## src/rtl/spi_delay_master.sv

```systemverilog
`timescale 1ns/1ps
module spi_delay_master #(
  parameter int DATA_W  = 16,
  parameter int MIN_LEN = 4,
  parameter int DIV_W   = 8,
  parameter int DLY_W   = 3,
  localparam int LEN_W  = $clog2(DATA_W + 1)
) (
  input  logic              clk,
  input  logic              rst_n,
  input  logic [LEN_W-1:0]  cfg_len,
  input  logic              cfg_cpol,
  input  logic              cfg_cpha,
  input  logic [DIV_W-1:0]  cfg_div,
  input  logic [DLY_W-1:0]  cfg_rx_dly,
  input  logic              start,
  input  logic [DATA_W-1:0] tx_word,
  output logic              busy,
  output logic              done,
  output logic [DATA_W-1:0] rx_word,
  output logic              sclk,
  output logic              ss_n,
  output logic              ss_oe_n,
  output logic              txd,
  input  logic              rxd
);
  localparam int EDGE_W = LEN_W + 1;
  localparam int PIPE_W = (1 << DLY_W) - 1;

  typedef enum logic [1:0] {S_IDLE, S_RUN, S_TAIL} state_t;
  state_t st;

  logic [DIV_W-1:0]  div_q, cnt;
  logic [LEN_W-1:0]  len_q;
  logic              cpha_q;
  logic [DLY_W-1:0]  dly_q;
  logic [EDGE_W-1:0] edge_n;
  logic [DATA_W-1:0] tx_sh, rx_sh;
  logic [PIPE_W-1:0] pipe;

  logic [LEN_W-1:0]  len_in;
  logic [DIV_W-1:0]  div_in;
  logic [DATA_W-1:0] aligned;
  logic [EDGE_W-1:0] k;
  logic              go, tick, odd, last, samp_edge, shift_edge, capture, tail_done;
  logic [PIPE_W:0]   pipe_ext;
  logic [PIPE_W-1:0] mask;

  assign len_in = (cfg_len < LEN_W'(MIN_LEN)) ? LEN_W'(MIN_LEN) :
                  (cfg_len > LEN_W'(DATA_W)) ? LEN_W'(DATA_W) : cfg_len;
  assign div_in  = (cfg_div < DIV_W'(2)) ? DIV_W'(2) : cfg_div;
  assign aligned = tx_word << (LEN_W'(DATA_W) - len_in);

  assign go    = start && (st == S_IDLE);
  assign tick  = (st == S_RUN) && (cnt == div_q - 1'b1);
  assign k     = edge_n + 1'b1;
  assign odd   = k[0];
  assign last  = (k == {len_q, 1'b0});
  assign samp_edge  = tick && (cpha_q ? !odd : odd);
  assign shift_edge = tick && (cpha_q ? odd : (!odd && !last));

  assign pipe_ext  = {pipe, samp_edge};
  assign capture   = pipe_ext[dly_q];
  assign mask      = (PIPE_W'(1) << dly_q) - PIPE_W'(1);
  assign tail_done = (cnt >= div_q - 1'b1) && !(|(pipe & mask));

  assign busy    = (st != S_IDLE);
  assign ss_oe_n = ss_n;

  always_ff @(posedge clk or negedge rst_n) begin
    if (!rst_n) begin
      st      <= S_IDLE;
      div_q   <= DIV_W'(2);
      cnt     <= '0;
      len_q   <= LEN_W'(MIN_LEN);
      cpha_q  <= 1'b0;
      dly_q   <= '0;
      edge_n  <= '0;
      tx_sh   <= '0;
      rx_sh   <= '0;
      pipe    <= '0;
      rx_word <= '0;
      done    <= 1'b0;
      sclk    <= 1'b0;
      ss_n    <= 1'b1;
      txd     <= 1'b0;
    end else begin
      done <= 1'b0;
      pipe <= pipe_ext[PIPE_W-1:0];
      if (capture) rx_sh <= {rx_sh[DATA_W-2:0], rxd};
      case (st)
        S_IDLE: begin
          sclk <= cfg_cpol;
          if (go) begin
            len_q  <= len_in;
            div_q  <= div_in;
            cpha_q <= cfg_cpha;
            dly_q  <= cfg_rx_dly;
            cnt    <= '0;
            edge_n <= '0;
            rx_sh  <= '0;
            pipe   <= '0;
            ss_n   <= 1'b0;
            st     <= S_RUN;
            if (cfg_cpha) begin
              tx_sh <= aligned;
              txd   <= 1'b0;
            end else begin
              tx_sh <= aligned << 1;
              txd   <= aligned[DATA_W-1];
            end
          end
        end
        S_RUN: begin
          if (tick) begin
            cnt    <= '0;
            sclk   <= ~sclk;
            edge_n <= k;
            if (shift_edge) begin
              txd   <= tx_sh[DATA_W-1];
              tx_sh <= tx_sh << 1;
            end
            if (last) st <= S_TAIL;
          end else begin
            cnt <= cnt + 1'b1;
          end
        end
        S_TAIL: begin
          if (tail_done) begin
            ss_n    <= 1'b1;
            done    <= 1'b1;
            rx_word <= rx_sh;
            txd     <= 1'b0;
            st      <= S_IDLE;
          end else if (cnt < div_q - 1'b1) begin
            cnt <= cnt + 1'b1;
          end
        end
        default: st <= S_IDLE;
      endcase
    end
  end
endmodule

```

## config.mk

```make
export PLATFORM = sky130hd
export DESIGN_NAME = spi_delay_master
export DESIGN_NICKNAME = d
export VERILOG_FILES = /design/src/rtl/spi_delay_master.sv
export SDC_FILE = /design/constraint.sdc
export NUM_CORES = 1
export LEC_CHECK = 0
export BUFFER_PORTS_ARGS = -buffer_cell sky130_fd_sc_hd__buf_2
export CAP_MARGIN = 20
export CORE_ASPECT_RATIO = 2
export CORE_UTILIZATION = 60
export DETAILED_ROUTE_END_ITERATION = 8
export PLACE_DENSITY = 0.91
export SLEW_MARGIN = 30
export SYNTH_ARGS = -nofsm -noshare
export SYNTH_HDL_FRONTEND = slang
export SYNTH_SLANG_ARGS = --single-unit
```

## constraint.sdc

```tcl
create_clock -name clk -period 3.95 [get_ports clk]
set_input_delay 0.1975 -clock clk [delete_from_list [all_inputs] [get_ports clk]]
set_output_delay 0.1975 -clock clk [all_outputs]
set_load 0.02 [all_outputs]
```

==> results of run 1 <==
## worst max-delay path by stage
stage | end | slack (ps) | cells after the start
after floorplan | rx_sh[10] | 790 | 14
after global placement | txd | 730 | 10
after detailed placement | txd | 660 | 10
after CTS | rx_sh[12] | 580 | 14
after global routing | tx_sh[7] | 290 | 14
final | rx_sh[12] | 540 | 14
## layout make-up
| cell class | instances | area, um2 | share of cell area, % |
|---|---|---|---|
| clock inverters | 6 | 53.8 | 0.831 |
| flip-flops and latches | 92 | 2310 | 35.6 |
| multi-input cells | 470 | 3280 | 50.7 |
| clock buffers | 10 | 239 | 3.69 |
| inverters | 18 | 67.6 | 1.04 |
| repair buffers | 72 | 398 | 6.14 |
| well taps | 104 | 130 | 2.01 |
## registers in the layout, indices dropped and copies added, names as in the netlist, 2 cells and up
| name | flops |
|---|---|
| cnt | 8 |
| rx_sh | 16 |
| st | 2 |
| div_q | 8 |
| edge_n | 6 |
| dly_q | 3 |
| tx_sh | 16 |
| len_q | 5 |
| rx_word | 16 |
| pipe | 7 |
## through the flow
step | hold WS, ps | power [uW] | worst slack, ps | cell area, um2
after floorplan | -98.1 | 2610 | 792 | 5800
after global placement | 242 | 3010 | 726 | 6170
after detailed placement | 253 | 3110 | 655 | 6170
after CTS | 46.9 | 3940 | 576 | 6480
after global routing | 65.4 | 4210 | 291 | 6480
final | 40.4 | 3970 | 540 | 6480
## routing by layer
layer	vias to the layer above	share of wire, %
met1	2453	35
met5	-	0
met4	0	6.4
met2	220	54
li1	2357	-
met3	74	4.0
## synth_stat cells (7+ instances only)
library cell	count
sky130_fd_sc_hd__inv_1	16
sky130_fd_sc_hd__o41ai_1	8
sky130_fd_sc_hd__nand2b_1	10
sky130_fd_sc_hd__xnor2_1	10
sky130_fd_sc_hd__nor3_1	11
sky130_fd_sc_hd__a21oi_1	29
sky130_fd_sc_hd__and3_1	7
sky130_fd_sc_hd__nor2_1	60
sky130_fd_sc_hd__mux2_2	10
sky130_fd_sc_hd__nand3_1	18
sky130_fd_sc_hd__o22ai_1	7
sky130_fd_sc_hd__nor2b_1	8
sky130_fd_sc_hd__dfrtp_1	89
sky130_fd_sc_hd__a21o_1	7
sky130_fd_sc_hd__ha_1	17
sky130_fd_sc_hd__and2_1	12
sky130_fd_sc_hd__o21ai_0	28
sky130_fd_sc_hd__a31oi_1	8
sky130_fd_sc_hd__mux2_1	16
sky130_fd_sc_hd__nand2_1	61
sky130_fd_sc_hd__clkbuf_1	18
sky130_fd_sc_hd__buf_2	7
sky130_fd_sc_hd__mux2i_1	40
## logic make-up after synthesis
kind of cell             Yosys count  share of synthesized area [%]
XOR/XNOR                          13                           1.96
flip-flops                        92                           39.8
AND/OR/NAND/NOR                  216                           18.3
adder cells (fa/ha/maj)           17                           3.67
multiplexers                      73                           14.4
buffers and inverters             49                           3.58
AO/OA/AOI/OAI                    151                           18.3
## power breakdown
group	total (uW)	internal (uW)	switching [uW]
registers	1390	1170	216
clock network	838	455	383
logic	1750	694	1050
## repair_timing
action | 4_1_cts | 5_1_grt
hold endpoints to repair | 46 | 0
hold buffers | 1 | 0
setup buffers | 0 | 0
## critical path: cells and delay by family (launching register included)
kind / cells / cell delay, ps
buffers and inverters: 2 / 430
adder cells (fa/ha/maj): 2 / 450
flip-flops: 1 / 390
AND/OR/NAND/NOR: 6 / 980
XOR/XNOR: 1 / 160
multiplexers: 3 / 870
==> metrics.log, run 1 <==
INFO  metric status = completed
INFO  metric yosys.area.top_type = sky130_fd_sc_hd__dfrtp_1
INFO  metric critical_path.startpoint_type = flop
INFO  metric ys_seq_elements = 92
INFO  metric tritoncts.num_buffers = 9
INFO  metric fin_skew = 6.53 ps
INFO  metric timing.critical_path.cells = inv_1 > ha_1 > nand2_1 > nor3_1 > xnor2_1 > ha_1 > and4_1 > nand3_1 > nor2_1 > mux4_2 > mux2i_2 > buf_4 > mux2i_1 > nor2_1
INFO  metric clock_period_minus_final_worst_setup_slack = 3410 ps
INFO  metric vias = between 5,000 and 6,000
INFO  metric design.die.area = 0.0101 mm2
INFO  metric async_set_reset_flop_share_out_of_synthesis = 100%
INFO  metric totalNegativeSetupSlack = 0 ps
INFO  metric worst-endpoint-required = 4170 ps
INFO  metric grt_usage = ~31%
INFO  metric worst_hold_path_endpoint = dly_q[0]
INFO  metric timing.critical_path.slowest_stage_cell = sky130_fd_sc_hd__mux4_2
INFO  metric drc = 0
INFO  metric report.final.setup_viol = 0
INFO  metric numClockSinks = 92
INFO  metric r2r_end = rx_sh[12]
INFO  metric grt_max_degree = 50
INFO  metric static-leakage-power = 0.00316 uW
INFO  metric timing.reg2reg.worst_path_depth = 14
INFO  metric post-place-cells = 755
INFO  metric antennaDiodeCount = 0
INFO  metric timing.fmax = 293 MHz
INFO  metric ys_seq_area_share = 39.8%
INFO  metric syn_area = 0.00580 mm2
INFO  metric grt.met2_usage = slightly below 60%
INFO  metric dp_hpwl = about 11,000 um
INFO  metric vdd_drop_max = 321 uV
INFO  metric min_delay_path_depth = 3
INFO  metric hold_violations = 0
INFO  metric drt_first_iter_violations = 406
INFO  metric worstReg2RegStart = div_q[0]
INFO  metric wl_per_cell = 19.6 um
INFO  metric grt_overflow_total = 0
INFO  metric cts.root.buffer_cell = sky130_fd_sc_hd__clkbuf_16
INFO  metric hold_path.startpoint = cfg_rx_dly[0]
INFO  metric cp_max_fo = 16
INFO  metric layout-drive-gt1-share = between 10% and 20%
INFO  metric drt.antenna.violating_nets = 0
INFO  metric fillCellCount = 690
INFO  metric r2r_slack = between 500 and 600 ps
INFO  metric grt_use_met1 = 31.0%
INFO  metric layout_common_cells = 89 x sky130_fd_sc_hd__dfrtp_1, 61 x sky130_fd_sc_hd__nand2_1, 60 x sky130_fd_sc_hd__nor2_1
INFO  metric totalWireLength = 15,100 um
INFO  metric timing.hold.worst.class = in2reg
INFO  metric clock_path_buffers = 2
INFO  metric rows = 50
INFO  metric synth_top_area_share = 38.4%
INFO  metric synthesis.yosys.warnings = 0
INFO  metric drt-pass1-iter-count = 5
INFO  metric io_buffer_count = 59
INFO  metric tritoncts = done
INFO  metric syn-mean-instance-area = between 9 and 10 um2
INFO  metric die_height = about 140 um
INFO  metric clock_transition_at_path_regs = 70 ps
INFO  metric grt_antenna_before_repair = 0
INFO  metric netlist_instances = 611
INFO  metric grtUsageMet3 = 4.29%
INFO  metric powerDensity = 613 mW/mm2
INFO  metric critical_path_class = reg2reg
INFO  metric gp_congestion = approximately 0.99
INFO  metric postCtsResizedCells = 0
INFO  metric cts_h_tree_lvls = 3
INFO  metric layout_commonest_cell = sky130_fd_sc_hd__dfrtp_1
INFO  metric tightest_slew = 829 ps
INFO  metric grt_setup_unrepaired = false
INFO  metric synthTopCellsByArea = sky130_fd_sc_hd__dfrtp_1 38%, sky130_fd_sc_hd__mux2i_1 6.9%, sky130_fd_sc_hd__nand2_1 3.9%
INFO  metric clk-insertion-delay-late = approximately 350 ps
INFO  metric routed_via_density = 6.61
INFO  metric core = 0.00938 mm2
INFO  metric slew_headroom = 44.6%
INFO  metric die-width = 71.5 um
INFO  metric global_route.peak_usage_layer = met2
INFO  metric cpPeakStageDelay = 460 ps
INFO  metric global_route_wire_length_before_repair = ~24,000 um
INFO  metric min_period_over_period = roughly 86%
INFO  metric floorplan.io_pins = 60
INFO  metric crit_start = div_q[0]
INFO  metric initial_utilization = about three fifths
INFO  metric synth_ff_type = sky130_fd_sc_hd__dfrtp_1
INFO  metric syn_to_final_growth = 11.7%
INFO  metric synth_edf_count = 0
INFO  metric final_core_utilization = 69.0%
INFO  metric maxCapViolCount = 0
INFO  metric cp-end-kind = flop
INFO  metric critical_path_at = 3630 ps
INFO  metric final-instance-count-excl-fill = 772
INFO  metric final_net_count = 718
INFO  metric maxSlewViolCount = 0
INFO  metric grt_pass1_vias = 5,102
INFO  metric syn_nets = around 670
INFO  metric netlist-cell-type-count = 74
Power figures use the tool's default switching activity.
==> inputs of run 2 (changes only) <==
--- a/config.mk
+++ b/config.mk
@@ -5,6 +5,7 @@
 export SDC_FILE = /design/constraint.sdc
 export NUM_CORES = 1
 export LEC_CHECK = 0
+export ABC_AREA = 1
 export BUFFER_PORTS_ARGS = -buffer_cell sky130_fd_sc_hd__buf_2
 export CAP_MARGIN = 20
 export CORE_ASPECT_RATIO = 2
==> run 2 against run 1 <==
  * Worst setup slack gained 190 ps
  * Via count increased by 11%
  * Utilization fell by 0.29 points
  * Synthesized cell count rose by 33%
  * Register-to-register slack better by 190 ps
  * First-iteration DRC count down 20%
  * Combinational power is 18% higher
  * Sequential power grew 11%
  * Clock skew fell by 0.80 ps
  * Critical path depth increased by 3
==> metrics.log, run 2 <==
INFO  metric critPathBufInv = 1 (was 2)
INFO  metric tritoncts = done (unchanged)
INFO  metric synth_edf_count = 0 (unchanged)
INFO  metric biggestRegsByFlops = rx_sh (16), rx_word (16), tx_sh (16) (unchanged)
INFO  metric netlist_instances = 813 (was 611)
INFO  metric core = 0.00938 mm2 (unchanged)
INFO  metric netlist_top_cells_count = 298 x sky130_fd_sc_hd__nand2_1, 146 x sky130_fd_sc_hd__nand3_1, 89 x sky130_fd_sc_hd__dfrtp_1, 46 x sky130_fd_sc_hd__inv_1, 35 x sky130_fd_sc_hd__nor2_1 (was 89 x sky130_fd_sc_hd__dfrtp_1, 61 x sky130_fd_sc_hd__nand2_1, 60 x sky130_fd_sc_hd__nor2_1, 40 x sky130_fd_sc_hd__mux2i_1, 29 x sky130_fd_sc_hd__a21oi_1)
INFO  metric netlist-cell-type-count = 45 (was 74)
INFO  metric cts.root.buffer_cell = sky130_fd_sc_hd__clkbuf_16 (unchanged)
INFO  metric drt_first_iter_violations = 324 (was 406)
INFO  metric syn-mean-instance-area = 7.15 um2 (was 9.49 um2)
INFO  metric tritoncts.num_buffers = 9 (unchanged)
INFO  metric vdd_drop_max = 389 uV (was 321 uV)
INFO  metric layout_commonest_cell = sky130_fd_sc_hd__nand2_1 (was sky130_fd_sc_hd__dfrtp_1)
INFO  metric final_core_utilization = 68.7% (was 69.0%)
INFO  metric totalWireLength = 14,300 um (was 15,100 um)
INFO  metric timing.hold.worst.class = in2reg (unchanged)
INFO  metric timing.critical_path.cells = nor2_1 > nand2_1 > or3_1 > nor3_1 > xnor2_1 > ha_1 > nand2_2 > nor2_4 > nand4_4 > inv_2 > nand3_1 > nand2_1 > nand2_1 > nand2_2 > nand2_2 > nand2_1 > a21oi_1 (was inv_1 > ha_1 > nand2_1 > nor3_1 > xnor2_1 > ha_1 > and4_1 > nand3_1 > nor2_1 > mux4_2 > mux2i_2 > buf_4 > mux2i_1 > nor2_1)
INFO  metric syn_nets = 868 (was 666)
INFO  metric initial_utilization = 62.0% (was 61.8%)
INFO  metric static-leakage-power = 0.00330 uW (was 0.00316 uW)
INFO  metric layout-drive-gt1-share = 14.6% (was 18.3%)
INFO  metric layout_common_cells = 298 x sky130_fd_sc_hd__nand2_1, 146 x sky130_fd_sc_hd__nand3_1, 89 x sky130_fd_sc_hd__dfrtp_1 (was 89 x sky130_fd_sc_hd__dfrtp_1, 61 x sky130_fd_sc_hd__nand2_1, 60 x sky130_fd_sc_hd__nor2_1)
INFO  metric layout.cell_area.non_filler = 0.00645 mm2 (was 0.00648 mm2)
INFO  metric vias = 5,666 (was 5,104)
INFO  metric numClockSinks = 92 (unchanged)
INFO  metric cts_h_tree_lvls = 3 (unchanged)
INFO  metric drt.antenna.violating_nets = 0 (unchanged)
INFO  metric syn_to_final_growth = 10.9% (was 11.7%)
INFO  metric grt_overflow_total = 0 (unchanged)
INFO  metric synth_ff_type = sky130_fd_sc_hd__dfrtp_1 (unchanged)
INFO  metric totalNegativeSetupSlack = 0 ps (unchanged)
INFO  metric grt_antenna_before_repair = 0 (unchanged)
INFO  metric grt_max_degree = 61 (was 50)
INFO  metric drt-pass1-iter-count = 5 (unchanged)
INFO  metric clock_path_buffers = 2 (unchanged)
INFO  metric worst-endpoint-required = 4140 ps (was 4170 ps)
INFO  metric hold_violations = 0 (unchanged)
INFO  metric routed_via_density = 5.85 (was 6.61)
INFO  metric fin_worst_hold_slack = 61.0 ps (was 40.4 ps)
INFO  metric timing.critical_path.slowest_stage_cell = sky130_fd_sc_hd__dfrtp_1 (was sky130_fd_sc_hd__mux4_2)
INFO  metric maxSlewViolCount = 0 (unchanged)
INFO  metric cp_max_fo = 17 (was 16)
INFO  metric powerDensity = 703 mW/mm2 (was 613 mW/mm2)
INFO  metric slew_headroom = 39.1% (was 44.6%)
INFO  metric tightest_slew = 910 ps (was 829 ps)
INFO  metric timing.fmax = 310 MHz (was 293 MHz)
INFO  metric yosys.area.top_type = sky130_fd_sc_hd__dfrtp_1 (unchanged)
INFO  metric synth_top_area_share = 38.3% (was 38.4%)
INFO  metric gp_congestion = 1.00 (was 0.989)
INFO  metric report.final.setup_viol = 0 (unchanged)
INFO  metric design.die.area = 0.0101 mm2 (about the same)
INFO  metric min_period_over_period = 81.6% (was 86.3%)
INFO  metric ys_seq_elements = 92 (unchanged)
INFO  metric ys_seq_area_share = 39.7% (was 39.8%)
INFO  metric cts.repair_timing.setup_buffer_count = 0 (unchanged)
INFO  metric worst_path_dominant_cell_family = simple AND/OR/NAND/NOR gates (unchanged)
INFO  metric fin_skew = 5.73 ps (was 6.53 ps)
INFO  metric clock_period_minus_final_worst_setup_slack = 3220 ps (was 3410 ps)
INFO  metric final_net_count = 915 (was 718)
INFO  metric critical_path.startpoint_type = flop (unchanged)
INFO  metric synth.most_common_cell = sky130_fd_sc_hd__nand2_1 (was sky130_fd_sc_hd__dfrtp_1)
INFO  metric postPlaceCellArea = 0.00612 mm2 (was 0.00617 mm2)
INFO  metric drc = 0 (unchanged)
INFO  metric grt_usage = 30.2% (was 31.2%)
INFO  metric synthesis.yosys.warnings = 0 (unchanged)
INFO  metric die_height = 141 um (about the same)
INFO  metric pre_cts_ws = 854 ps (was 655 ps)
INFO  metric clock_transition_at_path_regs = 60 ps (was 70 ps)
INFO  metric synthTopCellsByArea = sky130_fd_sc_hd__dfrtp_1 38%, sky130_fd_sc_hd__nand2_1 19%, sky130_fd_sc_hd__nand3_1 13% (was sky130_fd_sc_hd__dfrtp_1 38%, sky130_fd_sc_hd__mux2i_1 6.9%, sky130_fd_sc_hd__nand2_1 3.9%)
INFO  metric cpPeakStageDelay = 420 ps (was 460 ps)
INFO  metric dp_hpwl = 10,300 um (was 11,300 um)
INFO  metric cp-end-kind = flop (unchanged)
INFO  metric setup_slack = 727 ps (was 540 ps)
INFO  metric async_set_reset_flop_share_out_of_synthesis = 100% (unchanged)
INFO  metric floorplan.io_pins = 60 (unchanged)
INFO  metric grt_setup_unrepaired = false (unchanged)
INFO  metric status = completed (unchanged)
INFO  metric worst_path_most_repeated_cell = sky130_fd_sc_hd__nand2_1
INFO  metric rows = 50 (unchanged)
INFO  metric maxCapViolCount = 0 (unchanged)
INFO  metric io_buffer_count = 59 (unchanged)
INFO  metric critical_path_class = reg2reg (unchanged)
INFO  metric grt_pass1_vias = 5,490 (was 5,102)
INFO  metric global_route_wire_length_before_repair = 24,200 um (was 24,400 um)
INFO  metric clk-insertion-delay-late = 340 ps (was 350 ps)
INFO  metric wl_per_cell = 14.8 um (was 19.6 um)
INFO  metric critical_path_at = 3410 ps (was 3630 ps)
INFO  metric antennaDiodeCount = 0 (unchanged)
INFO  metric die-width = 71.6 um (was 71.5 um)
INFO  metric syn_area = 0.00581 mm2 (was 0.00580 mm2)
-- run 2: layer usage --
layer	share of wire [%]	track usage (%)	wire length, um
met1	37	30.1	5240
met5	0	0	0
met3	4.0	5.15	579
met2	54	56.3	7740
met4	5.4	17.9	778
-- run 2: path summary, 6_finish.rpt --
check | slack, ps | startpoint | endpoint | depth (start not counted)
max | 730 | div_q[2] | rx_sh[11] | 17
min | 60 | cfg_rx_dly[1] | dly_q[1] | 3
max reg2reg | 730 | div_q[2] | rx_sh[11] | 17
min reg2reg | 470 | rx_word[9] | rx_word[9] | 2
max in group asynchronous | 2510 | rst_n | div_q[1] | 3
min in group asynchronous | 470 | rst_n | rx_word[2] | 2
-- run 2: through the flow --
| stage | cells | total power, uW |
|---|---|---|
| finish | 968 | 4540 |
| global route | 968 | 4870 |
| detailed placement | 952 | 3560 |
| floorplan | 813 | 3080 |
| CTS | 968 | 4530 |
| global placement | 952 | 3500 |
-- run 2: cells by family after synthesis --
kind of cell,synth area share (%)
flops,39.7
simple gates,41.1
xor+xnor,1.81
compound gates,6.78
buf+inv,6.95
fa+ha+maj,3.66
-- run 2: power by group --
| part | switching, uW | internal [uW] | leakage [uW] |
|---|---|---|---|
| registers | 274 | 1260 | 0.00118 |
| clock network | 340 | 586 | 0.000156 |
| logic | 1410 | 667 | 0.00196 |
| total | 2020 | 2520 | 0.00330 |
-- run 2: worst register-to-register path, stage by stage (launching register included) --
cell,delay [ps]
sky130_fd_sc_hd__dfrtp_1,420
sky130_fd_sc_hd__nor2_1,130
sky130_fd_sc_hd__nand2_1,90
sky130_fd_sc_hd__or3_1,350
sky130_fd_sc_hd__nor3_1,190
sky130_fd_sc_hd__xnor2_1,100
sky130_fd_sc_hd__ha_1,310
sky130_fd_sc_hd__nand2_2,80
sky130_fd_sc_hd__nor2_4,140
sky130_fd_sc_hd__nand4_4,170
sky130_fd_sc_hd__inv_2,110
sky130_fd_sc_hd__nand3_1,80
sky130_fd_sc_hd__nand2_1,100
sky130_fd_sc_hd__nand2_1,60
sky130_fd_sc_hd__nand2_2,240
sky130_fd_sc_hd__nand2_2,270
sky130_fd_sc_hd__nand2_1,150
sky130_fd_sc_hd__a21oi_1,90
-- run 2: timing repair --
| action | CTS | global route |
|---|---|---|
| resized for setup | 0 | 0 |
| hold buffers | 1 | 0 |
| hold endpoints to repair | 58 | 0 |
-- run 2: layout make-up --
| class | count | area [um2] |
|---|---|---|
| multi-input combinational | 629 | 3110 |
| clock inverter | 2 | 60.1 |
| timing repair buffer | 66 | 353 |
| sequential | 92 | 2310 |
| inverter | 62 | 234 |
| tap | 104 | 130 |
| fill | 771 | 2930 |
| clock buffer | 13 | 260 |
